File: config.mk
export PLATFORM = sky130hd
export DESIGN_NAME = pwm_prescaled
export DESIGN_NICKNAME = d
export VERILOG_FILES = /design/src/rtl/pwm_pkg.sv /design/src/rtl/pwm_chan_regs.sv /design/src/rtl/pwm_chan_core.sv /design/src/rtl/pwm_prescaled.sv
export SDC_FILE = /design/constraint.sdc
export NUM_CORES = 1
export LEC_CHECK = 0
export ABC_AREA = 1
export ABC_CLOCK_PERIOD_IN_PS = 1550
export BUFFER_PORTS_ARGS = -buffer_cell sky130_fd_sc_hd__buf_2
export CORE_MARGIN = 2
export CORE_UTILIZATION = 42
export CTS_CLUSTER_SIZE = 24
export DETAILED_ROUTE_END_ITERATION = 8
export GPL_TIMING_DRIVEN = 0
export PLACE_DENSITY = 0.7
export SLEW_MARGIN = 30
export SYNTH_ARGS = -nofsm -noshare
export SYNTH_HDL_FRONTEND = slang
export SYNTH_SLANG_ARGS = --single-unit
File: constraint.sdc
create_clock -name clk -period 1.55 [get_ports clk]
set_clock_uncertainty 0.05 [all_clocks]
set_input_delay 0.0775 -clock clk [delete_from_list [all_inputs] [get_ports clk]]
set_output_delay 0.0775 -clock clk [all_outputs]
set_load 0.01 [all_outputs]
File: src/rtl/pwm_pkg.sv
package pwm_pkg;
  parameter int DIV_W   = 6;
  parameter int CNT_W   = 10;
  parameter int ADDR_W  = 5;
  parameter int DATA_W  = 32;
  localparam int STOP_BIT = DIV_W;
  localparam int FULL_BIT = CNT_W;
  localparam int CTRL_W   = DIV_W + 1;
  localparam int DUTY_W   = CNT_W + 1;
  localparam int CH_BIT   = 4;

  typedef enum logic [1:0] {
    SEL_CTRL = 2'd0,
    SEL_DUTY = 2'd1,
    SEL_PER  = 2'd2,
    SEL_NONE = 2'd3
  } reg_sel_e;
endpackage

File: src/rtl/pwm_chan_regs.sv
module pwm_chan_regs
  import pwm_pkg::*;
(
  input  logic              clk,
  input  logic              rst_n,
  input  logic              wr_i,
  input  reg_sel_e          sel_i,
  input  logic [DATA_W-1:0] wdata_i,
  output logic [DIV_W-1:0]  div_o,
  output logic              stop_abrupt_o,
  output logic [CNT_W-1:0]  high_o,
  output logic              full_o,
  output logic [CNT_W-1:0]  per_o,
  output logic [DATA_W-1:0] rdata_o
);
  logic [CTRL_W-1:0] ctrl_q;
  logic [DUTY_W-1:0] duty_q;
  logic [CNT_W-1:0]  per_q;
  logic unused_wdata;

  assign unused_wdata = ^wdata_i[DATA_W-1:DUTY_W];

  always_ff @(posedge clk or negedge rst_n) begin
    if (!rst_n) begin
      ctrl_q <= '0;
      duty_q <= '0;
      per_q  <= '0;
    end else if (wr_i) begin
      case (sel_i)
        SEL_CTRL: ctrl_q <= wdata_i[CTRL_W-1:0];
        SEL_DUTY: duty_q <= wdata_i[DUTY_W-1:0];
        SEL_PER:  per_q  <= wdata_i[CNT_W-1:0];
        default:  ;
      endcase
    end
  end

  assign div_o         = ctrl_q[DIV_W-1:0];
  assign stop_abrupt_o = ctrl_q[STOP_BIT];
  assign high_o        = duty_q[CNT_W-1:0];
  assign full_o        = duty_q[FULL_BIT];
  assign per_o         = per_q;

  always_comb begin
    case (sel_i)
      SEL_CTRL: rdata_o = {{(DATA_W-CTRL_W){1'b0}}, ctrl_q};
      SEL_DUTY: rdata_o = {{(DATA_W-DUTY_W){1'b0}}, duty_q};
      SEL_PER:  rdata_o = {{(DATA_W-CNT_W){1'b0}}, per_q};
      default:  rdata_o = '0;
    endcase
  end

  // a write is held from the next edge
  a_r1_ctrl_write: assert property (@(posedge clk) disable iff (!rst_n)
    (wr_i && sel_i == SEL_CTRL) |=> ctrl_q == $past(wdata_i[CTRL_W-1:0]));
  a_r1_per_write: assert property (@(posedge clk) disable iff (!rst_n)
    (wr_i && sel_i == SEL_PER) |=> per_q == $past(wdata_i[CNT_W-1:0]));
  // no write strobe, no change
  a_r12_hold: assert property (@(posedge clk) disable iff (!rst_n)
    !wr_i |=> $stable(ctrl_q) && $stable(duty_q) && $stable(per_q));
endmodule

File: src/rtl/pwm_chan_core.sv
module pwm_chan_core
  import pwm_pkg::*;
(
  input  logic             clk,
  input  logic             rst_n,
  input  logic             en_i,
  input  logic             stop_abrupt_i,
  input  logic [DIV_W-1:0] div_i,
  input  logic [CNT_W-1:0] high_i,
  input  logic             full_i,
  input  logic [CNT_W-1:0] per_i,
  output logic             pwm_o
);
  logic             running;
  logic [DIV_W-1:0] div_cnt;
  logic [CNT_W-1:0] per_cnt;
  logic [DIV_W-1:0] act_div;
  logic [CNT_W-1:0] act_high;
  logic             act_full;
  logic [CNT_W-1:0] act_per;
  logic             tick;
  logic             period_end;
  logic             cut;

  assign tick       = (div_cnt == act_div);
  assign period_end = running && tick && (per_cnt == act_per);
  assign cut        = running && !en_i && stop_abrupt_i;

  always_ff @(posedge clk or negedge rst_n) begin
    if (!rst_n) begin
      running  <= 1'b0;
      div_cnt  <= '0;
      per_cnt  <= '0;
      act_div  <= '0;
      act_high <= '0;
      act_full <= 1'b0;
      act_per  <= '0;
    end else if (!running) begin
      div_cnt <= '0;
      per_cnt <= '0;
      if (en_i) begin
        running  <= 1'b1;
        act_div  <= div_i;
        act_high <= high_i;
        act_full <= full_i;
        act_per  <= per_i;
      end
    end else if (cut) begin
      running <= 1'b0;
      div_cnt <= '0;
      per_cnt <= '0;
    end else if (tick) begin
      div_cnt <= '0;
      if (per_cnt == act_per) begin
        per_cnt <= '0;
        if (en_i) begin
          act_div  <= div_i;
          act_high <= high_i;
          act_full <= full_i;
          act_per  <= per_i;
        end else begin
          running <= 1'b0;
        end
      end else begin
        per_cnt <= per_cnt + 1'b1;
      end
    end else begin
      div_cnt <= div_cnt + 1'b1;
    end
  end

  assign pwm_o = running && (act_full || (per_cnt < act_high));

  // counters never pass the latched limits
  a_r3_bounds: assert property (@(posedge clk) disable iff (!rst_n)
    running |-> (div_cnt <= act_div) && (per_cnt <= act_per));
  // latched settings stay fixed inside a period
  a_r7_latch_hold: assert property (@(posedge clk) disable iff (!rst_n)
    (running && !period_end) |=> $stable(act_div) && $stable(act_high)
      && $stable(act_full) && $stable(act_per));
  // an abrupt stop drops the output on the next edge
  a_r8_abrupt_stop: assert property (@(posedge clk) disable iff (!rst_n)
    cut |=> !pwm_o && !running);
  // a graceful stop keeps the period going
  a_r9_graceful: assert property (@(posedge clk) disable iff (!rst_n)
    (running && !en_i && !stop_abrupt_i && !period_end) |=> running);
  // an enabled idle channel starts at once
  a_r11_start: assert property (@(posedge clk) disable iff (!rst_n)
    (!running && en_i) |=> running);
endmodule

File: src/rtl/pwm_prescaled.sv
module pwm_prescaled
  import pwm_pkg::*;
#(
  parameter int NUM_CH = 2
) (
  input  logic              clk,
  input  logic              rst_n,
  input  logic              reg_wr,
  input  logic [ADDR_W-1:0] reg_addr,
  input  logic [DATA_W-1:0] reg_wdata,
  output logic [DATA_W-1:0] reg_rdata,
  input  logic [NUM_CH-1:0] chan_en,
  output logic [NUM_CH-1:0] pwm_out
);
  reg_sel_e          sel;
  logic              ch_sel;
  logic [DATA_W-1:0] ch_rd [NUM_CH];
  logic              unused_addr;

  assign sel         = reg_sel_e'(reg_addr[3:2]);
  assign ch_sel      = reg_addr[CH_BIT];
  assign unused_addr = ^reg_addr[1:0];

  for (genvar c = 0; c < NUM_CH; c++) begin : g_ch
    logic [DIV_W-1:0] div;
    logic             stop_abrupt;
    logic [CNT_W-1:0] high;
    logic             full;
    logic [CNT_W-1:0] per;

    pwm_chan_regs u_regs (
      .clk          (clk),
      .rst_n        (rst_n),
      .wr_i         (reg_wr && (ch_sel == 1'(c))),
      .sel_i        (sel),
      .wdata_i      (reg_wdata),
      .div_o        (div),
      .stop_abrupt_o(stop_abrupt),
      .high_o       (high),
      .full_o       (full),
      .per_o        (per),
      .rdata_o      (ch_rd[c])
    );

    pwm_chan_core u_core (
      .clk          (clk),
      .rst_n        (rst_n),
      .en_i         (chan_en[c]),
      .stop_abrupt_i(stop_abrupt),
      .div_i        (div),
      .high_i       (high),
      .full_i       (full),
      .per_i        (per),
      .pwm_o        (pwm_out[c])
    );
  end

  if (NUM_CH > 1) begin : g_rd2
    assign reg_rdata = ch_sel ? ch_rd[1] : ch_rd[0];
  end else begin : g_rd1
    assign reg_rdata = ch_sel ? '0 : ch_rd[0];
  end

  // outputs are low straight after reset
  a_r10_reset_low: assert property (@(posedge clk)
    $rose(rst_n) |-> pwm_out == '0);
endmodule

==> results.py, run 1 <==
metrics = {
    "sta": {
        "worst_slack_ps": -488,
        "slew_violations": 0,
        "slew_headroom_pct": 63.1,
        "fmax_mhz": 491,
        "fin_crit_sh_pct": 131,
        "hold_viol_final": 0,
        "rsz0062_at_grt": "true",
        "setup_viol": 80,
        "fin_crit_ps": 2040,
        "worst_pin_slew_ps": 554,
    },
    "logic_synthesis": {
        "yosys_warnings": 0,
        "syn_area_per_cell_um2": 7.99,
        "synthesis.area_mm2": 0.00756,
        "synth_seq_cells": 144,
        "yosysUniqueCellTypes": 39,
        "ys_seq_area_share_pct": 47.7,
        "syn_inst": 947,
    },
    "global_routing": {
        "track_usage_pct": 22.7,
        "grt_pass1_wl_mm": 34.8,
        "grt_max_degree": 75,
        "grt_pass1_vias": 6770,
        "grt-ovfl-total": 0,
        "antenna_found_initial": 0,
    },
    "worst_setup_path": {
        "endpoint": "pwm_out[0]",
        "reg2regPathDepth": 12,
        "rrSetupSlack_ps": -360,
        "arrival_ps": 1910,
        "worstSetupStartpoint": "g_ch[0].u_core.act_high[7]",
        "r2r-start": "g_ch[0].u_core.per_cnt[6]",
        "cp_max_fo": 2,
        "reg2reg_to": "g_ch[0].u_core.act_per[6]",
        "crit_type": "reg -> out",
        "endpoint_kind": "primary output",
        "critPathRequiredTime_ps": 1420,
        "critPathLaunchType": "flop",
    },
    "finish": {
        "area_growth_pct": 40.5,
        "stdcell_area_mm2": 0.0106,
        "mostFrequentLayoutCells": "248 x nand2_1, 128 x dfrtp_1, 98 x buf_4",
        "final_common_cell": "nand2_1",
        "final_layout_size_suffix_gt1_share_pct": 36.5,
        "antennaDiodeCount": 0,
        "finish.utilization_pct": 59.6,
        "final_net_count": 1193,
    },
    "routing": {
        "wirelength_mm": 22.6,
        "vias": 7176,
        "drc_errors": 0,
        "ant_nets": 0,
        "wl_per_cell_um": 16.5,
        "drt_pass1_iterations": 5,
        "drt_iter0_markers": 704,
        "via_per_inst": 5.24,
    },
    "worst_hold_path": {
        "hold_path.class": "in -> reg",
        "holdPathStages": 3,
    },
    "floorplanning": {
        "rows": 49,
        "dieArea_mm2": 0.0191,
        "fp.coreArea_mm2": 0.0178,
        "die_w_um": 138,
        "ios": 76,
        "start_util_pct": 42.4,
        "die-height_um": 138,
    },
    "clocking": {
        "cts_tree": "done",
        "cts_buffers": 17,
        "path_clk_slew_ps": 60,
        "htree_levels": 4,
        "cts.sinks": 144,
        "clock-root-buffer": "clkbuf_16",
        "cts_buffer_depth": 2,
        "clock_latency_ps": 430,
    },
    "place": {
        "dp_hpwl_mm": 13.4,
        "place.port_buffers": 31,
        "place_area_mm2": 0.00812,
        "place.gp.congestion": 0.851,
    },
    "run_status": {
        "violations": "setup timing",
        "outcome": "finished with violations",
    },
    "pwr": {
        "power.leakage_nw": 5.18,
        "p_per_area_mw_per_mm2": 1610,
        "peakVddDrop_mv": 0.799,
    },
    "run": {
        "cap_violations": 0,
    },
}
[critical path, stage by stage (launching register included)]
cell and delay [ps]:
dfrtp_1 390, inv_2 100, ha_4 210, a21oi_2 110
nor2_1 50, a211oi_1 180, nand3_1 140, a21boi_2 190
buf_6 130
[cell families after synthesis]
family          after synthesis  share of synthesized area [%]
compound gates              125                           9.46
xor+xnor                     26                           3.01
fa+ha+maj                    22                           3.64
buf+inv                     153                           9.78
flops                       144                           47.7
other cells                   1                         0.0496
simple gates                476                           26.4
[report_power, final]
group	switching [mW]	internal (mW)	leakage, nW
Clock	1.65	2.41	0.272
Combinational	4.02	3.33	3.06
Sequential	0.961	4.69	1.84
[synth_stat cells (all sizes together)]
cell type / n / share of area [%]
buf: 41 / 4.2
a211oi: 2 / 0.20
a221oi: 3 / 0.35
o21ai: 81 / 5.4
xnor2: 4 / 0.46
nor2: 55 / 2.8
a21o: 1 / 0.099
clkbuf: 16 / 0.79
dfrtp: 144 / 48
o211ai: 3 / 0.30
nor3b: 2 / 0.20
a21boi: 3 / 0.30
nand2: 327 / 17
nand3b: 1 / 0.099
a21oi: 15 / 1.1
xor2: 22 / 2.5
o21bai: 2 / 0.35
a41oi: 4 / 0.46
nor3: 8 / 0.60
nand4: 29 / 2.4
a31oi: 5 / 0.41
inv: 95 / 4.7
o22ai: 6 / 0.50
clkinv: 1 / 0.050
ha: 22 / 3.6
conb: 1 / 0.050
nand3: 54 / 3.8
[stage by stage]
step	TNS, ps	instances	hold slack, ps	worst slack (ps)	power (mW)
after detailed placement	-15480	1228	28.0	-340	9.71
after global placement	-264620	1227	349	-1750	9.56
after floorplan	0	967	-268	7.00	8.48
final	-18810	1370	7.20	-488	17.1
after CTS	-10140	1337	4.38	-520	16.1
after global routing	-25220	1370	19.4	-545	18.0
[metal layers]
layer	track usage, %	part of all wire, %	vias up	routed length, µm
met5	0	0	-	0
met4	6.93	2.3	0	515
met3	4.43	7.2	45	1630
met2	35.8	48	296	10800
met1	31.8	43	3444	9670
li1	-	-	3391	-
[how the worst min path moves through the flow]
stage	to	start	slack, ps
after floorplan	g_ch[0].u_core.act_div[0]	rst_n	-270
after global placement	g_ch[0].u_core.running	chan_en[0]	350
after detailed placement	g_ch[1].u_core.per_cnt[7]	rst_n	30
after CTS	g_ch[1].u_regs.duty_q[6]	reg_wdata[6]	4
after global routing	g_ch[1].u_regs.duty_q[3]	reg_wdata[3]	20
final	g_ch[1].u_regs.duty_q[6]	reg_wdata[6]	7
[registers in the layout, summed over array words and instances (netlist names)]
| register | flops |
|---|---|
| g_ch.u_regs.duty_q | 22 |
| g_ch.u_core.act_high | 20 |
| g_ch.u_core.act_per | 20 |
| g_ch.u_core.per_cnt | 20 |
| g_ch.u_regs.per_o | 20 |
| g_ch.u_regs.ctrl_q | 14 |
| g_ch.u_core.act_div | 12 |
| g_ch.u_core.div_cnt | 12 |
| g_ch.u_core.act_full | 2 |
| g_ch.u_core.running | 2 |
[repair_timing]
item	4_1_cts	5_1_grt
buffers inserted	68	43
setup endpoints to repair	90	95
gates resized for setup	187	119
hold buffers	7	0
pin swaps	51	57
hold endpoints to repair	89	0
cloned	7	1
[final cells by class]
class                           count  area [µm²]
Fill cell                        1398        7210
Multi-Input combinational cell    670        4110
Sequential cell                   144        3620
Timing Repair Buffer              145        1240
Clock buffer                       19         443
Buffer                             54         402
Inverter                           96         377
Tap cell                          229         287
Clock inverter                     12         135
Timing Repair inverter              1        11.3
No activity file was read; power rests on OpenSTA's default activity.
==> run 2, diff against run 1 <==
- SKIP_LAST_GASP: not set -> 1
==> results.py, run 2 (synthesis gave the netlist of run 1 again) <==
metrics = {
    "floorplanning": {
        "die-height_um": 138,
        "rows": 49,
        "fp.coreArea_mm2": 0.0178,
        "start_util_pct": 42.4,
        "dieArea_mm2": 0.0191,
        "die_w_um": 138,
        "ios": 76,
    },
    "clocking": {
        "cts.sinks": 144,
        "cts_buffer_depth": 2,
        "clock-root-buffer": "clkbuf_16",
        "clock_latency_ps": 430,
        "cts_buffers": 17,
        "htree_levels": 4,
        "cts_tree": "done",
        "path_clk_slew_ps": 60,
    },
    "worst_setup_path": {
        "endpoint_kind": "primary output",
        "critPathLaunchType": "flop",
        "cpPeakStageDelay_ps": 350,
        "cp_max_fo": 2,
        "critPathRequiredTime_ps": 1420,
        "rrSetupSlack_ps": -400,
        "arrival_ps": 2000,
        "crit_chain": "inv_1 > ha_1 > a21boi_1 > o211ai_1 > nand3_1 > a21oi_2 > buf_6",
        "cp_num_buf_inv": 2,
        "path_delay_family": "compound AO/OA/AOI/OAI gates",
        "crit_type": "reg -> out",
        "slowest_stage": "dfrtp_1",
    },
    "global_routing": {
        "track_usage_pct": 22.6,
        "grt_pass1_wl_mm": 34.5,
        "grt_pass1_vias": 6736,
        "grt-ovfl-total": 0,
        "grt_max_degree": 75,
        "antenna_found_initial": 0,
    },
    "run_status": {
        "outcome": "finished with violations",
        "violations": "setup timing",
    },
    "sta": {
        "rsz0062_at_grt": "true",
        "slew_headroom_pct": 62.9,
        "fin_crit_ps": 2130,
        "finalSetupTns_ps": -21490,
        "setup_viol": 81,
        "worst_slack_ps": -576,
        "fmax_mhz": 470,
        "worst_pin_slew_ps": 556,
        "slew_violations": 0,
        "fin_crit_sh_pct": 137,
        "hold_viol_final": 0,
    },
    "finish": {
        "final_layout_size_suffix_gt1_share_pct": 35.8,
        "mostFrequentLayoutCells": "253 x nand2_1, 128 x dfrtp_1, 102 x buf_4",
        "final_net_count": 1197,
        "final_common_cell": "nand2_1",
        "area_growth_pct": 40.6,
        "stdcell_area_mm2": 0.0106,
        "antennaDiodeCount": 0,
        "regMostFlops": "g_ch.u_regs.duty_q",
        "largest_reg_flops": 22,
        "fill_cells": 1376,
    },
    "pwr": {
        "power.leakage_nw": 5.21,
        "p_per_area_mw_per_mm2": 1620,
        "p_total_mw": 17.2,
        "peakVddDrop_mv": 0.820,
    },
    "routing": {
        "drc_errors": 0,
        "drt_pass1_iterations": 6,
        "ant_nets": 0,
        "via_per_inst": 5.30,
        "vias": 7281,
        "drt_iter0_markers": 704,
        "wirelength_mm": 23.5,
        "wl_per_cell_um": 17.1,
    },
    "place": {
        "dp_hpwl_mm": 13.4,
        "place_area_mm2": 0.00812,
        "place.port_buffers": 31,
        "place.gp.congestion": 0.851,
    },
    "run": {
        "cap_violations": 0,
    },
    "worst_hold_path": {
        "hold_path.class": "in -> reg",
    },
}
run 2: path summary, 6_finish.rpt:
| check | startpoint | to | depth (start not counted) |
|---|---|---|---|
| min in group asynchronous | rst_n | g_ch[0].u_core.act_div[0] | 2 |
| worst max register to register | g_ch[1].u_core.per_cnt[6] | g_ch[1].u_core.act_high[4] | 10 |
| max in group asynchronous | rst_n | g_ch[0].u_regs.duty_q[6] | 3 |
| worst max-delay path | g_ch[1].u_core.act_high[1] | pwm_out[1] | 7 |
| worst min-delay path | reg_wdata[6] | g_ch[1].u_regs.duty_q[6] | 3 |
| worst min register to register | g_ch[0].u_core.act_high[1] | g_ch[0].u_core.act_high[1] | 2 |
run 2: report_power, final:
| part | total, mW | switching, mW | internal, mW |
|---|---|---|---|
| Sequential | 5.64 | 0.945 | 4.69 |
| Clock | 4.08 | 1.67 | 2.41 |
| Combinational | 7.53 | 4.12 | 3.41 |
run 2: worst min-delay path, delay by kind of cell:
kind	cells	cell delay, ps
buffers and inverters	2	190
AOI/OAI and AO/OA	1	170
run 2: timing repair:
| item | 4_1_cts | 5_1_grt |
|---|---|---|
| setup buffers | 68 | 45 |
| pin swaps | 48 | 53 |
| gates cloned | 7 | 2 |
| hold endpoints to repair | 89 | 0 |
| hold buffers | 7 | 0 |
| setup endpoints to repair | 90 | 95 |
| gates resized for setup | 168 | 123 |
run 2: stage by stage:
step                utilization, %  setup WS, ps  cells  hold WS (ps)
floorplan                        -          7.00    967          -268
CTS                           56.0          -520   1337          4.38
global route                  59.6          -589   1374          19.5
detailed placement            45.5          -340   1228          28.0
global placement              45.3         -1750   1227           349
finish                        59.6          -576   1374          1.48
run 2: layout make-up:
class,count,area (µm²),area share (%)
multi-input combinational,670,4070,38.2
timing repair buffer,149,1290,12.1
clock buffer,19,443,4.16
inverter,96,377,3.54
tap,229,287,2.69
sequential,144,3620,34.1
timing repair inverter,1,11.3,0.106
clock inverter,12,135,1.27
buffer,54,402,3.78
run 2: routing by layer:
layer / up-vias / wire (µm) / share of wire [%] / global-route usage (%)
li1: 3395 / - / - / -
met1: 3472 / 9610 / 41 / 31.7
met2: 364 / 11300 / 48 / 35.3
met3: 50 / 2000 / 8.5 / 4.43
met4: 0 / 567 / 2.4 / 7.41
met5: - / 0 / 0 / 0
==> run 3, diff against run 2 <==
- ABC_CLOCK_PERIOD_IN_PS: 1550 -> 2700
- PLACE_DENSITY: 0.7 -> 0.68
- clock period: 1.55 -> 2.7 ns (I/O delays scaled with it)
==> results.py, run 3 (synthesis gave the netlist of run 1 again) <==
metrics = {
    "routing": {
        "ant_nets": 0,
        "drc_errors": 0,
        "wl_per_cell_um": 15.0,
        "vias": 6306,
        "drt_pass1_iterations": 5,
        "via_per_inst": 4.99,
        "drt_iter0_markers": 603,
        "wirelength_mm": 18.9,
    },
    "worst_setup_path": {
        "reg2regPathDepth": 10,
        "arrival_ps": 2220,
        "r2r-start": "g_ch[1].u_core.per_cnt[3]",
        "reg2reg_to": "g_ch[1].u_core.act_div[0]",
        "rrSetupSlack_ps": 870,
        "crit_type": "reg -> out",
        "endpoint_kind": "primary output",
        "critPathRequiredTime_ps": 2520,
        "critPathLaunchType": "flop",
        "cp_max_fo": 6,
    },
    "floorplanning": {
        "ios": 76,
        "fp.coreArea_mm2": 0.0178,
        "dieArea_mm2": 0.0191,
        "die_w_um": 138,
        "start_util_pct": 42.4,
        "die-height_um": 138,
        "rows": 49,
    },
    "clocking": {
        "path_clk_slew_ps": 70,
        "cts_buffer_depth": 2,
        "htree_levels": 4,
        "cts_tree": "done",
        "cts.sinks": 144,
        "clock_latency_ps": 430,
        "clock-root-buffer": "clkbuf_16",
        "cts_buffers": 17,
    },
    "finish": {
        "largest_reg_flops": 22,
        "final_net_count": 1086,
        "area_growth_pct": 16.3,
        "regMostFlops": "g_ch.u_regs.duty_q",
        "final_layout_size_suffix_gt1_share_pct": 11.7,
        "finish.utilization_pct": 49.3,
        "stdcell_area_mm2": 0.00879,
        "final_common_cell": "nand2_1",
        "antennaDiodeCount": 0,
        "mostFrequentLayoutCells": "325 x nand2_1, 144 x dfrtp_1, 86 x inv_1",
    },
    "pwr": {
        "combPwrFrac_pct": 29.3,
        "switchingPower_mw": 2.95,
        "clockPowerShare_pct": 31.4,
        "power.leakage_nw": 4.51,
        "p_per_area_mw_per_mm2": 924,
        "switching_share_pct": 36.2,
        "intPower_mw": 5.18,
        "seqPwrFrac_pct": 39.3,
        "peakVddDrop_mv": 0.436,
    },
    "place": {
        "place.gp.congestion": 0.872,
        "dp_hpwl_mm": 13.7,
        "place.port_buffers": 31,
        "place_area_mm2": 0.00812,
    },
    "global_routing": {
        "grt_pass1_vias": 6060,
        "track_usage_pct": 20.5,
        "grt_pass1_wl_mm": 31.3,
        "antenna_found_initial": 0,
        "grt_max_degree": 76,
        "grt-ovfl-total": 0,
    },
    "sta": {
        "slew_violations": 0,
        "slew_headroom_pct": 61.2,
        "fin_crit_sh_pct": 89.1,
        "worst_pin_slew_ps": 581,
        "setup_viol": 0,
        "fin_crit_ps": 2410,
        "hold_slack_ps": 15.8,
        "rsz0062_at_grt": "false",
        "fmax_mhz": 415,
        "hold_viol_final": 0,
    },
    "worst_hold_path": {
        "hold_path.class": "in -> reg",
        "min_from": "reg_wdata[8]",
        "holdPathStages": 3,
        "min_to": "g_ch[0].u_regs.per_o[8]",
    },
    "run_status": {
        "outcome": "complete, no violations",
    },
    "run": {
        "cap_violations": 0,
    },
}
run 3: metal layers:
metal | vias up | GRT usage, % | routed length [µm]
met5 | - | 0 | 0
met4 | 0 | 6.77 | 356
met3 | 25 | 4.68 | 1140
met2 | 192 | 30.9 | 8460
met1 | 2935 | 29.5 | 8950
li1 | 3154 | - | -
run 3: power groups by stage:
stage | clock network (mW) | logic [mW] | registers [mW]
after detailed placement | 0 | 2.38 | 3.21
after global placement | 0 | 2.31 | 3.19
after CTS | 2.58 | 2.40 | 3.18
final | 2.55 | 2.38 | 3.19
after global routing | 2.67 | 2.75 | 3.26
after floorplan | 0 | 1.83 | 3.03
run 3: worst max-delay path, cell delays in order (launching register included):
cell and delay [ps]:
dfrtp_1 480, ha_1 330, a21oi_1 130, nor2_1 50, a211oi_1 170, nand3_1 120
a21boi_0 260, buf_4 160, buf_2 110
run 3: per-stage QoR:
step | cells | power [mW] | worst slack (ps) | TNS, ps
global route | 1264 | 8.69 | 195 | 0
finish | 1264 | 8.13 | 293 | 0
floorplan | 967 | 4.87 | 1120 | 0
global placement | 1227 | 5.50 | -692 | -98070
CTS | 1264 | 8.16 | 245 | 0
detailed placement | 1228 | 5.59 | 710 | 0
run 3: cell type report:
| type | instances | area, µm² |
|---|---|---|
| plain buffers | 57 | 379 |
| clock buffers | 20 | 457 |
| clock inverters | 12 | 179 |
| fillers | 1691 | 9050 |
| inverters | 96 | 360 |
| multi-input cells | 670 | 3290 |
| flip-flops and latches | 144 | 3600 |
| well taps | 229 | 287 |
| repair buffers | 36 | 233 |
run 3: worst max path at each step:
stage | from | end | slack, ps | depth (start not counted)
6_report | g_ch[0].u_core.per_cnt[7] | pwm_out[0] | 290 | 8
5_1_grt | g_ch[0].u_core.per_cnt[7] | pwm_out[0] | 200 | 8
4_1_cts | g_ch[0].u_core.per_cnt[7] | pwm_out[0] | 240 | 8
3_5_place_dp | g_ch[0].u_core.per_cnt[7] | pwm_out[0] | 710 | 8
3_3_place_gp | rst_n | g_ch[0].u_regs.duty_q[2] | -690 | 1
2_1_floorplan | g_ch[0].u_core.per_cnt[7] | pwm_out[0] | 1120 | 7
run 3: timing repair:
action,4_1_cts,5_1_grt
buffers inserted,0,0
gates resized for setup,0,0
endpoints found under the setup margin,0,0
hold buffers,4,0
hold endpoints to repair,79,0
